[src/rtl/ebr_pkg.sv]
package ebr_pkg;

    typedef enum logic [1:0] {
        SZ_BYTE = 2'd0,
        SZ_HALF = 2'd1,
        SZ_WORD = 2'd2,
        SZ_BAD  = 2'd3
    } acc_size_e;

    typedef enum logic [1:0] {
        XM_PASS  = 2'd0,
        XM_SWAP  = 2'd1,
        XM_MUNGE = 2'd2
    } xlate_mode_e;

    typedef enum logic [1:0] {
        ST_IDLE = 2'd0,
        ST_DOWN = 2'd1,
        ST_WAIT = 2'd2,
        ST_RESP = 2'd3
    } br_state_e;

    typedef struct packed {
        xlate_mode_e mode;
        logic        misaligned;
    } decode_t;

    typedef struct packed {
        xlate_mode_e mode;
        acc_size_e   size;
    } txn_ctx_t;

    // Low-bit mask spanning one access of the given size.
    function automatic logic [7:0] size_mask(acc_size_e s);
        return (8'd1 << s) - 8'd1;
    endfunction

endpackage

[src/rtl/ebr_decode.sv]
module ebr_decode
    import ebr_pkg::*;
#(
    parameter int ADDR_W = 32
) (
    input  logic              cpu_big,
    input  logic              sys_little,
    input  logic [ADDR_W-1:0] win_base,
    input  logic [ADDR_W-1:0] win_limit,
    input  logic [ADDR_W-1:0] addr,
    input  acc_size_e         size,
    output decode_t           dec
);
    logic in_window;
    logic [ADDR_W-1:0] low_bits;

    assign in_window = (addr >= win_base) && (addr <= win_limit);
    assign low_bits  = addr & ADDR_W'(size_mask(size));

    always_comb begin
        dec.misaligned = (size == SZ_BAD) || (low_bits != '0);
        if (in_window)
            dec.mode = XM_PASS;
        else if (cpu_big)
            dec.mode = XM_SWAP;
        else if (!sys_little)
            dec.mode = XM_MUNGE;
        else
            dec.mode = XM_PASS;
    end
endmodule

[src/rtl/ebr_lane_xform.sv]
module ebr_lane_xform
    import ebr_pkg::*;
#(
    parameter int LANES = 4
) (
    input  logic               en,
    input  acc_size_e          size,
    input  logic [LANES*8-1:0] din,
    input  logic [LANES-1:0]   sin,
    output logic [LANES*8-1:0] dout,
    output logic [LANES-1:0]   sout
);
    localparam int LIDX_W = (LANES > 1) ? $clog2(LANES) : 1;

    logic [LIDX_W-1:0] flip;
    assign flip = en ? LIDX_W'(size_mask(size)) : '0;

    for (genvar i = 0; i < LANES; i++) begin : g_lane
        logic [LIDX_W-1:0] src;
        assign src = LIDX_W'(i) ^ flip;
        assign dout[i*8 +: 8] = din[src*8 +: 8];
        assign sout[i]        = sin[src];
    end
endmodule

[src/rtl/endian_bridge.sv]
module endian_bridge
    import ebr_pkg::*;
#(
    parameter int ADDR_W = 32,
    parameter int DATA_W = 32
) (
    input  logic                clk,
    input  logic                rst,
    input  logic                cpu_big,
    input  logic                sys_little,
    input  logic [ADDR_W-1:0]   win_base,
    input  logic [ADDR_W-1:0]   win_limit,
    input  logic                req_valid,
    output logic                req_ready,
    input  logic [ADDR_W-1:0]   req_addr,
    input  logic [1:0]          req_size,
    input  logic                req_write,
    input  logic [DATA_W-1:0]   req_wdata,
    input  logic [DATA_W/8-1:0] req_strb,
    output logic                rsp_valid,
    output logic [DATA_W-1:0]   rsp_rdata,
    output logic                rsp_err,
    output logic                mem_valid,
    input  logic                mem_ready,
    output logic [ADDR_W-1:0]   mem_addr,
    output logic [1:0]          mem_size,
    output logic                mem_write,
    output logic [DATA_W-1:0]   mem_wdata,
    output logic [DATA_W/8-1:0] mem_strb,
    input  logic                mem_rsp_valid,
    input  logic [DATA_W-1:0]   mem_rsp_rdata
);
    localparam int LANES = DATA_W / 8;
    localparam logic [ADDR_W-1:0] MUNGE_SPAN = ADDR_W'(2 * LANES - 1);

    br_state_e   state;
    txn_ctx_t    ctx;
    decode_t     dec;
    acc_size_e   in_size;
    logic        accept;
    logic [DATA_W-1:0] dn_data, up_data;
    logic [LANES-1:0]  dn_strb, up_strb_unused;
    logic [ADDR_W-1:0] munged_addr;

    assign in_size   = acc_size_e'(req_size);
    assign req_ready = (state == ST_IDLE);
    assign accept    = req_valid && req_ready;
    assign mem_valid = (state == ST_DOWN);
    assign rsp_valid = (state == ST_RESP);
    assign munged_addr = req_addr ^ (MUNGE_SPAN & ~ADDR_W'(size_mask(in_size)));

    ebr_decode #(.ADDR_W(ADDR_W)) u_decode (
        .cpu_big   (cpu_big),
        .sys_little(sys_little),
        .win_base  (win_base),
        .win_limit (win_limit),
        .addr      (req_addr),
        .size      (in_size),
        .dec       (dec)
    );

    ebr_lane_xform #(.LANES(LANES)) u_down (
        .en  (dec.mode == XM_SWAP),
        .size(in_size),
        .din (req_wdata),
        .sin (req_strb),
        .dout(dn_data),
        .sout(dn_strb)
    );

    ebr_lane_xform #(.LANES(LANES)) u_up (
        .en  (ctx.mode == XM_SWAP),
        .size(ctx.size),
        .din (mem_rsp_rdata),
        .sin ('0),
        .dout(up_data),
        .sout(up_strb_unused)
    );

    always_ff @(posedge clk) begin
        if (rst) begin
            state     <= ST_IDLE;
            ctx       <= '0;
            mem_addr  <= '0;
            mem_size  <= '0;
            mem_write <= 1'b0;
            mem_wdata <= '0;
            mem_strb  <= '0;
            rsp_rdata <= '0;
            rsp_err   <= 1'b0;
        end else begin
            unique case (state)
                ST_IDLE: if (accept) begin
                    ctx <= '{mode: dec.mode, size: in_size};
                    if (dec.misaligned) begin
                        rsp_err   <= 1'b1;
                        rsp_rdata <= '0;
                        state     <= ST_RESP;
                    end else begin
                        rsp_err   <= 1'b0;
                        mem_addr  <= (dec.mode == XM_MUNGE) ? munged_addr : req_addr;
                        mem_size  <= req_size;
                        mem_write <= req_write;
                        mem_wdata <= dn_data;
                        mem_strb  <= dn_strb;
                        state     <= ST_DOWN;
                    end
                end
                ST_DOWN: if (mem_ready) state <= ST_WAIT;
                ST_WAIT: if (mem_rsp_valid) begin
                    rsp_rdata <= up_data;
                    state     <= ST_RESP;
                end
                ST_RESP: state <= ST_IDLE;
                default: state <= ST_IDLE;
            endcase
        end
    end

    // ---------------- assertions ----------------
    logic port_misal, port_inwin;
    assign port_misal = (req_size == 2'd3) || (req_size == 2'd1 && req_addr[0])
                        || (req_size == 2'd2 && req_addr[1:0] != 2'b00);
    assign port_inwin = (req_addr >= win_base) && (req_addr <= win_limit);

    assert_hold_R9: assert property (@(posedge clk) disable iff (rst)
        mem_valid && !mem_ready |=> mem_valid && $stable(mem_addr) && $stable(mem_wdata) && $stable(mem_strb));

    assert_pulse_R9: assert property (@(posedge clk) disable iff (rst)
        rsp_valid |=> !rsp_valid);

    assert_busy_R9: assert property (@(posedge clk) disable iff (rst)
        (mem_valid || rsp_valid) |-> !req_ready);

    assert_reject_R8: assert property (@(posedge clk) disable iff (rst)
        req_valid && req_ready && port_misal |=> rsp_valid && rsp_err && !mem_valid && rsp_rdata == '0);

    assert_bypass_R5: assert property (@(posedge clk) disable iff (rst)
        req_valid && req_ready && port_inwin && !port_misal
        |=> mem_valid && mem_addr == $past(req_addr) && mem_wdata == $past(req_wdata));

    assert_wordswap_R2: assert property (@(posedge clk) disable iff (rst)
        req_valid && req_ready && cpu_big && !port_inwin && req_size == 2'd2 && !port_misal
        |=> mem_addr == $past(req_addr)
            && mem_wdata[7:0]   == $past(req_wdata[31:24])
            && mem_wdata[31:24] == $past(req_wdata[7:0])
            && mem_wdata[15:8]  == $past(req_wdata[23:16]));

    assert_bytemunge_R4: assert property (@(posedge clk) disable iff (rst)
        req_valid && req_ready && !cpu_big && !sys_little && !port_inwin && req_size == 2'd0
        |=> mem_addr == ($past(req_addr) ^ ADDR_W'(7)) && mem_wdata == $past(req_wdata));
endmodule

[config.mk]
export PLATFORM = sky130hd
export DESIGN_NAME = endian_bridge
export DESIGN_NICKNAME = d
export VERILOG_FILES = /design/src/rtl/ebr_pkg.sv /design/src/rtl/ebr_decode.sv /design/src/rtl/ebr_lane_xform.sv /design/src/rtl/endian_bridge.sv
export SDC_FILE = /design/constraint.sdc
export NUM_CORES = 1
export LEC_CHECK = 0
export BUFFER_PORTS_ARGS = -buffer_cell sky130_fd_sc_hd__buf_4
export CAP_MARGIN = 20
export CORE_MARGIN = 2
export CORE_UTILIZATION = 55
export DETAILED_ROUTE_END_ITERATION = 7
export GPL_TIMING_DRIVEN = 0
export HOLD_SLACK_MARGIN = 0.03
export PLACE_DENSITY = 0.94
export SYNTH_ARGS = -nofsm -noshare
export SYNTH_HDL_FRONTEND = slang
export SYNTH_HIERARCHICAL = 1
export SYNTH_SLANG_ARGS = --single-unit
[constraint.sdc]
create_clock -name clk -period 5.1 [get_ports clk]
set_clock_uncertainty 0.1 [all_clocks]
set_input_delay 0.51 -clock clk [delete_from_list [all_inputs] [get_ports clk]]
set_output_delay 0.51 -clock clk [all_outputs]
set_load 0.03 [all_outputs]
==> run metrics, run 1 <==
most frequent cell on the critical path=buf_4; Worst-path clk slew=~0.08 ns; layout cells sized above 1=approximately 30%; CP max stage delay=~0.62 ns; CP Data Required Time=between 5 and 6 ns; commonest cells after routing, fill and taps aside=buf_4, nand2_1, a21oi_1; Setup crit start kind=primary input; GRT overflow=0; Flop pwr share=between 30% and 40%; Layout Nets=approximately 1500; maxcap violations=0; area grow syn2layout=33.2%; post-synth net total=between 1000 and 1500; die area=around 0.016 mm²; Remaining DRCs=0; Logic pwr share=44.6%; worst skew pair latency=between 0.3 and 0.4 ns; Hold Fails Final Rpt=0; Net Switching=1.29 mW; routability congestion estimate=between 0.9 and 1; Max Freq=262 MHz; initial drt markers=860; Switching Fraction=40.2%; CP Capture Type=register; Core Rows=44; CTS resizes=0; post-synthesis cell area=~0.0080 mm²; DP Wirelength=between 20000 and 25000 µm; RSZ-0062 raised after global routing=false; setup violators final=0; Mapped Avg Cell Area=between 8 and 9 µm²; commonest non-fill, non-tap cell in the layout=buf_4; initial core utilization=about 56%; Core Region=approximately 0.014 mm²; crit-path cells=buf_4, ha_1, nand4_1, nor4_1, o41ai_1, a211oi_1, nor3_1, nor2b_1, buf_4, o21a_1, buf_6, buf_8, o221a_1, nand2_1, a21oi_1; Pint=between 1.5 and 2 mW; # IOs=between 200 and 300; vias in the first global route=between 8000 and 9000; Mapped Cells=984; Pleak=4.63 nW; status=complete, no violations; Worst Path Max Fanout=10; first-pass GRT wire length=44200 µm; Warnings, synthesis=6; TritonCTS Buffers=9; largest net degree at the start of global routing=19; final antenna-violating net count=0; number of antenna violations at the first check in global routing=0; final setup TNS=0 ns; vias per cell=6.22; H-tree levels=3; TritonCTS clock tree=yes; worst hold path class=primary input to register; wire per inst=approximately 20 µm; Critical Path AT=between 3 and 4 ns; Tcrit/Tclk final=74.9%; gr usage total=between 30% and 40%; die height=about 120 µm; crit path time final=around 3.8 ns; Die Width=approximately 120 µm; Slew HR=between 40% and 50%; Max Slew Vio Count=0; CTS Hold Bufs=0; worst slew pin tran=approximately 0.8 ns; post-CTS setup buffer count=0; drt total wl=between 20000 and 30000 µm; Via Count=9098; slowest CP cell=nor4_1; IO Port Bufs=around 280; Peak supply drop=0.267 mV; crit path kind=primary input to register; root buf cell=clkbuf_16; CTS Sinks=110; pwr dens=roughly 300 mW/mm²; CTS max path bufs=2; Clk pwr share=between 20% and 30%; ant diodes=0; Detailed Routing Iterations Pass 1=8; PnR Total Power=between 3 and 4 mW
[sequential cells by signal, indices dropped and copies added (netlist names)]
name / flops
rsp_err: 1
mem_size: 2
ctx: 4
mem_addr: 32
state: 2
mem_strb: 4
rsp_rdata: 32
mem_wdata: 32
mem_write: 1
[layer usage]
metal | vias to the layer above | wire length (µm) | track usage (%)
li1 | 4241 | - | -
met1 | 4237 | 11100 | 41.9
met3 | 76 | 2680 | 8.93
met2 | 544 | 13700 | 60.1
met4 | 0 | 1050 | 13.5
met5 | - | 0 | 0
[final cells by class]
cell class                 count  area, µm²
fill                        1107       3710
multi-input combinational    712       4990
clock buffer                  10        239
buffer                        91        537
clock inverter                 6       92.6
sequential                   110       2200
timing repair buffer         279       2090
inverter                      71        267
tap                          184        230
[per-stage QoR]
step	std cells	setup slack, ns	hold slack (ns)	cell area (µm²)	utilization (%)
finish	1463	1.28	0.321	10700	74.2
global route	1463	1.22	0.313	10700	74.2
CTS	1463	1.41	0.308	10700	74.2
detailed placement	1447	1.13	0.347	10300	71.9
global placement	1447	1.16	0.341	10300	71.9
floorplan	984	1.89	0.332	8000	-
[critical path, delay by kind of cell]
family | cells | cell delay (ns)
buffers and inverters | 4 | 0.69
adder cells (fa/ha/maj) | 1 | 0.31
AND/OR/NAND/NOR | 5 | 1.34
AO/OA/AOI/OAI | 5 | 1.15
[power groups by stage]
stage	Clock, mW	Sequential (mW)	Combinational, mW
floorplan	0	1.15	0.774
global placement	0	1.02	1.38
detailed placement	0	1.02	1.40
CTS	0.788	1.00	1.41
global route	0.824	1.01	1.53
finish	0.777	1.01	1.44
[final timing paths]
kind,start,depth (start not counted),end,slack [ns]
worst max-delay path,req_addr[27],15,mem_wdata[27],1.28
worst min-delay path,req_addr[11],3,mem_addr[11],0.32
worst max register to register,state[0],7,mem_addr[5],2.94
worst min register to register,mem_wdata[6],2,mem_wdata[6],0.36
Note: power is estimated with default switching activity, not from simulation.
==> run 2: changes to the inputs <==
CORE_UTILIZATION = 46   (was 55)
PLACE_DENSITY = 0.84   (was 0.94)
clock period = 3.12 ns   (was 5.1 ns; I/O delays follow)
==> run metrics, run 2 (synthesized netlist as in run 1, its figures left out) <==
Detailed Routing Iterations Pass 1=6 (-2); die height=136 µm (+9.0%); root buf cell=clkbuf_16; Max Slew Vio Count=0 (unchanged); initial drt markers=817 (-5.0%); Hold Crit Endpoint=mem_write; Core Region=0.0172 mm² (+20%); post-placement cell count=1488 (+2.8%); Tcrit/Tclk final=101%; Layout Nets=1533 (+0.99%); drt total wl=30900 µm (+8.3%); status=finished with violations; Peak supply drop=0.316 mV (+18%); TritonCTS Buffers=9 (unchanged); setup violators final=9 (+9); commonest non-fill, non-tap cell in the layout=buf_4; Place WS=-0.686 ns (-1.82 ns); final worst slack=-0.0365 ns (-1.31 ns); largest net degree at the start of global routing=20 (+1); worst slew pin tran=0.733 ns (-0.0450 ns); Switching Fraction=42.1% (+1.9 points); worst skew pair latency=0.36 ns (about the same); worst reg-to-reg path cell count=7 (unchanged); crit path kind=primary input to register; Core Rows=48 (+9.1%); Remaining DRCs=0 (unchanged); Critical Path AT=3.36 ns (-0.63 ns); vias in the first global route=8615 (-0.84%); Flop pwr share=31.2% (about the same); vias per cell=6.09 (-2.1%); CP Capture Type=register; Multi-input gate area=0.00531 mm² (+6.3%); Via Count=9252 (+1.7%); initial core utilization=46.6% (-9.1 points); maxcap violations=0 (unchanged); Final Util=65.5% (-8.7 points); GRT overflow=0 (unchanged); FF-to-FF setup slack=0.93 ns (-2.01 ns); final antenna-violating net count=0 (unchanged); Logic pwr share=47.3% (+2.7 points); Regs by FF count=mem_addr: 32 flops, mem_wdata: 32 flops, rsp_rdata: 32 flops; Net Switching=2.22 mW (+71%); Fillers=1450 (+31%); reg2reg start=state[0]; first-pass GRT wire length=44000 µm (-0.45%); CTS Sinks=110 (unchanged); routability congestion estimate=0.965 (-1.1%); HP Start=req_write; crit path time final=about 3.2 ns; # IOs=281 (unchanged); Hold Fails Final Rpt=0 (unchanged); most frequent cell on the critical path=buf_6; wire per inst=20.3 µm (+4.3%); Clk pwr share=21.6% (-2.5 points); failing checks=negative setup slack; crit-path cells=buf_4, ha_1, nand4_1, nor4_4, o41ai_4, a211oi_2, nor3_2, nor2b_4, buf_6, o21a_1, buf_6, buf_8, o221a_1, nand2_1, a21oi_2; Max Freq=317 MHz; RSZ-0062 raised after global routing=true; TritonCTS clock tree=yes; Pint=3.05 mW (+58%); Reg area=0.00220 mm² (unchanged); CTS max path bufs=2 (unchanged); commonest cells after routing, fill and taps aside=buf_4, nand2_1, a21oi_1; PnR Total Power=5.27 mW (+64%); die area=0.0185 mm² (+19%); number of antenna violations at the first check in global routing=0 (unchanged); DP Wirelength=22800 µm (+2.7%); slowest CP cell=nor4_4; Worst-path clk slew=0.08 ns (about the same); IO Port Bufs=279 (unchanged); H-tree levels=3 (unchanged); Slew HR=51.1% (+3.0 points); Post-Layout Cell Count=1519 (+3.8%); Die Width=136 µm (+9.0%); CP max stage delay=0.48 ns (-0.14 ns); area grow syn2layout=40.6%; pwr dens=469 mW/mm² (+55%); CP Data Required Time=3.32 ns (-1.95 ns); ant diodes=0 (unchanged); capture point of the worst reg-to-reg path=mem_addr[13]; Pleak=4.77 nW (+3.0%); Setup crit start kind=primary input; worst hold path class=primary input to register; final setup TNS=-0.125 ns (-0.125 ns); Worst Path Max Fanout=5 (-5); gr usage total=30.5% (-4.5 points); layout cells sized above 1=35.1% (+4.5 points); Hold Path Stages=3 (unchanged)
==> run 2: cell count changes in the layout (fill, tap and decap cells not counted), sizes merged <==
cell,change
buf,+15
bufinv,-2
inv,+2
==> run 2: cell type report <==
class                   instances  share of cell area (%)
plain buffers                  91                    4.96
clock buffers                  10                    2.04
clock inverters                 6                   0.490
inverters                      71                    2.48
multi-input cells             712                    47.2
flip-flops and latches        110                    19.6
well taps                     225                    2.50
repair buffers                294                    20.7
==> run 2: stage by stage <==
| stage | hold slack [ns] | area [µm²] |
|---|---|---|
| 2_1_floorplan | 0.332 | 8000 |
| 3_3_place_gp | 0.342 | 10400 |
| 3_5_place_dp | 0.348 | 10400 |
| 4_1_cts | 0.0861 | 10700 |
| 5_1_grt | 0.0956 | 11200 |
| 6_report | 0.0871 | 11200 |
==> run 2: how the worst max path moves through the flow <==
stage | to | slack (ns) | start | cells past startpoint
final | mem_wdata[15] | -0.04 | req_addr[27] | 15
after detailed placement | mem_wdata[8] | -0.69 | req_addr[0] | 16
after CTS | mem_wdata[15] | 0.002 | req_addr[0] | 16
after floorplan | mem_wdata[0] | 0.11 | req_addr[0] | 16
after global routing | mem_wdata[15] | -0.13 | req_addr[27] | 15
after global placement | mem_wdata[16] | -0.68 | req_addr[0] | 16
==> run 2: power by group through the flow <==
stage	logic [mW]	clock network, mW	registers (mW)
final	2.49	1.14	1.64
after global routing	2.66	1.20	1.66
after CTS	2.34	1.15	1.64
after detailed placement	2.32	0	1.67
after global placement	2.29	0	1.67
after floorplan	1.27	0	1.88
==> run 2: critical path, delay by kind of cell <==
kind                     cells  cell delay, ns
AO/OA/AOI/OAI                5            1.11
AND/OR/NAND/NOR              5            1.08
buffers and inverters        4            0.54
adder cells (fa/ha/maj)      1            0.30
==> run 2: metal layers <==
layer / up-vias / track usage [%] / part of all wire [%] / routed length, µm
met5: - / 0 / 0 / 0
met4: 0 / 14.6 / 5.2 / 1610
li1: 4258 / - / - / -
met1: 4329 / 36.8 / 38 / 11800
met3: 119 / 7.35 / 9.9 / 3050
met2: 546 / 51.0 / 47 / 14400
==> run 2: what timing repair did <==
action,CTS,global route
hold buffers,0,0
gates cloned,0,4
buffers inserted,2,9
pin swaps,5,24
endpoints found under the setup margin,36,37
gates resized for setup,13,77
==> run 3: changes to the inputs <==
ABC_CLOCK_PERIOD_IN_PS = 3800   (was default)
BUFFER_PORTS_ARGS = default   (was -buffer_cell sky130_fd_sc_hd__buf_4)
CORE_UTILIZATION = 55   (was 46)
DONT_BUFFER_PORTS = 1   (was default)
PLACE_DENSITY = 0.77   (was 0.84)
clock period = 3.8 ns   (was 3.12 ns; I/O delays follow)
==> run metrics, run 3 (synthesized netlist as in run 1, its figures left out) <==
Logic pwr share=35.4% (-12 points); die area=0.0155 mm² (-16%); Core Rows=44 (-8.3%); routability congestion estimate=1.00 (+3.8%); CTS Sinks=110 (unchanged); vias in the first global route=7472 (-13%); pwr dens=453 mW/mm² (-3.4%); die height=125 µm (-8.3%); CP Capture Type=register; largest net degree at the start of global routing=20 (unchanged); Via Count=7806 (-16%); area grow syn2layout=6.44%; Remaining DRCs=0 (unchanged); Setup crit start kind=primary input; IO Port Bufs=0 (-100%); commonest cells after routing, fill and taps aside=nand2_1, a21oi_1, dfxtp_1; layout cells sized above 1=11.1% (-24 points); TritonCTS Buffers=9 (unchanged); CP Data Required Time=3.93 ns (+0.61 ns); final antenna-violating net count=0 (unchanged); vias per cell=6.59 (+8.2%); Detailed Routing Iterations Pass 1=5 (-1); ant diodes=0 (unchanged); Pint=2.20 mW (-28%); RSZ-0062 raised after global routing=false; number of antenna violations at the first check in global routing=0 (unchanged); Worst-path clk slew=0.08 ns (about the same); Tcrit/Tclk final=a little over 90%; Core Region=0.0144 mm² (-16%); post-CTS setup buffer count=0 (-2); Slew HR=56.2% (+5.1 points); worst skew pair latency=0.36 ns (about the same); worst hold slack=0.0500 ns (-0.0371 ns); Final Util=59.3% (-6.2 points); initial drt markers=703 (-14%); Layout Nets=1239 (-19%); TritonCTS clock tree=yes; worst hold path class=primary input to register; Flop pwr share=40.4% (+9.2 points); H-tree levels=3 (unchanged); GRT overflow=0 (unchanged); CTS Hold Bufs=0 (unchanged); crit path kind=primary input to register; Clk pwr share=24.2% (+2.6 points); DP Wirelength=19400 µm (-15%); CTS resizes=0 (-13); commonest non-fill, non-tap cell in the layout=nand2_1; Hold Fails Final Rpt=0 (unchanged); CTS max path bufs=2 (unchanged); initial core utilization=55.7% (+9.1 points); Worst Path Max Fanout=10 (+5); Max Freq=slightly below 300 MHz; final setup TNS=0 ns (+0.125 ns); gr usage total=31.1% (+0.65 points); Switching Fraction=42.9% (+0.85 points); Peak supply drop=0.283 mV (-10%); root buf cell=clkbuf_16; Regs by FF count=mem_addr: 32 flops, mem_wdata: 32 flops, rsp_rdata: 32 flops; PnR Total Power=3.86 mW (-27%); Max Slew Vio Count=0 (unchanged); Pleak=3.20 nW (-33%); setup violators final=0 (-9); status=complete, no violations; wire per inst=21.1 µm (+4.0%); Die Width=125 µm (-8.3%); # IOs=281 (unchanged); first-pass GRT wire length=39600 µm (-10%); Net Switching=1.66 mW (-25%); crit path time final=about 3.4 ns; drt total wl=25000 µm (-19%); Post-Layout Cell Count=1184 (-22%); maxcap violations=0 (unchanged); Critical Path AT=3.58 ns (+0.22 ns); post-placement cell count=1168 (-22%); worst slew pin tran=0.644 ns (-0.0892 ns)
run 3: cell count changes in the layout (fill, tap and decap cells not counted), moves of 5 or more:
cell	previous run	this run
inv_4	5	0
inv_2	8	1
ha_4	15	0
buf_4	283	5
ha_1	55	70
buf_6	25	12
inv_1	58	70
a21oi_1	111	116
a21oi_2	5	0
run 3: cell type report:
cell class | instances | area [µm²]
fillers | 1330 | 5850
multi-input cells | 712 | 4990
inverters | 71 | 267
clock buffers | 10 | 229
well taps | 184 | 230
flip-flops and latches | 110 | 2200
plain buffers | 91 | 537
clock inverters | 6 | 56.3
run 3: metrics by stage:
step                      area [µm²]  worst slack, ns
after global placement          8230           0.0259
after floorplan                 8000            0.722
after global routing            8520            0.106
after detailed placement        8230           0.0681
after CTS                       8520            0.418
final                           8520            0.355
run 3: final timing paths:
| path | startpoint | to | slack, ns | cells after the start |
|---|---|---|---|---|
| hold / removal | req_addr[28] | mem_addr[28] | 0.05 | 2 |
| setup / recovery | win_limit[31] | mem_wdata[8] | 0.36 | 15 |
| setup reg to reg | state[0] | rsp_rdata[13] | 1.39 | 6 |
| hold reg to reg | ctx[2] | ctx[2] | 0.36 | 2 |
run 3: power groups by stage:
stage | sequential (mW) | combinational [mW] | clock, mW
after floorplan | 1.55 | 1.04 | 0
after global placement | 1.58 | 1.32 | 0
after detailed placement | 1.58 | 1.34 | 0
after CTS | 1.56 | 1.34 | 0.950
after global routing | 1.57 | 1.49 | 0.985
final | 1.56 | 1.36 | 0.935
run 3: layer usage:
layer | track usage [%] | up-vias | share of wire, %
met5 | 0 | - | 0
met4 | 11.7 | 0 | 3.1
met3 | 9.79 | 64 | 11
met2 | 49.9 | 426 | 45
met1 | 39.3 | 3630 | 40
li1 | - | 3686 | -
run 3: worst max-delay path: stages:
cell      delay (ns)
inv_1           0.02
ha_1            0.31
nand4_1         0.17
nor4_1          0.46
or2b_1          0.28
a31oi_1         0.15
a211oi_1        0.08
nor2b_1         0.22
nor2b_1         0.39
clkbuf_4        0.31
nand2_2         0.13
buf_2           0.22
o221a_1         0.26
nand2_1         0.11
a21oi_1         0.07
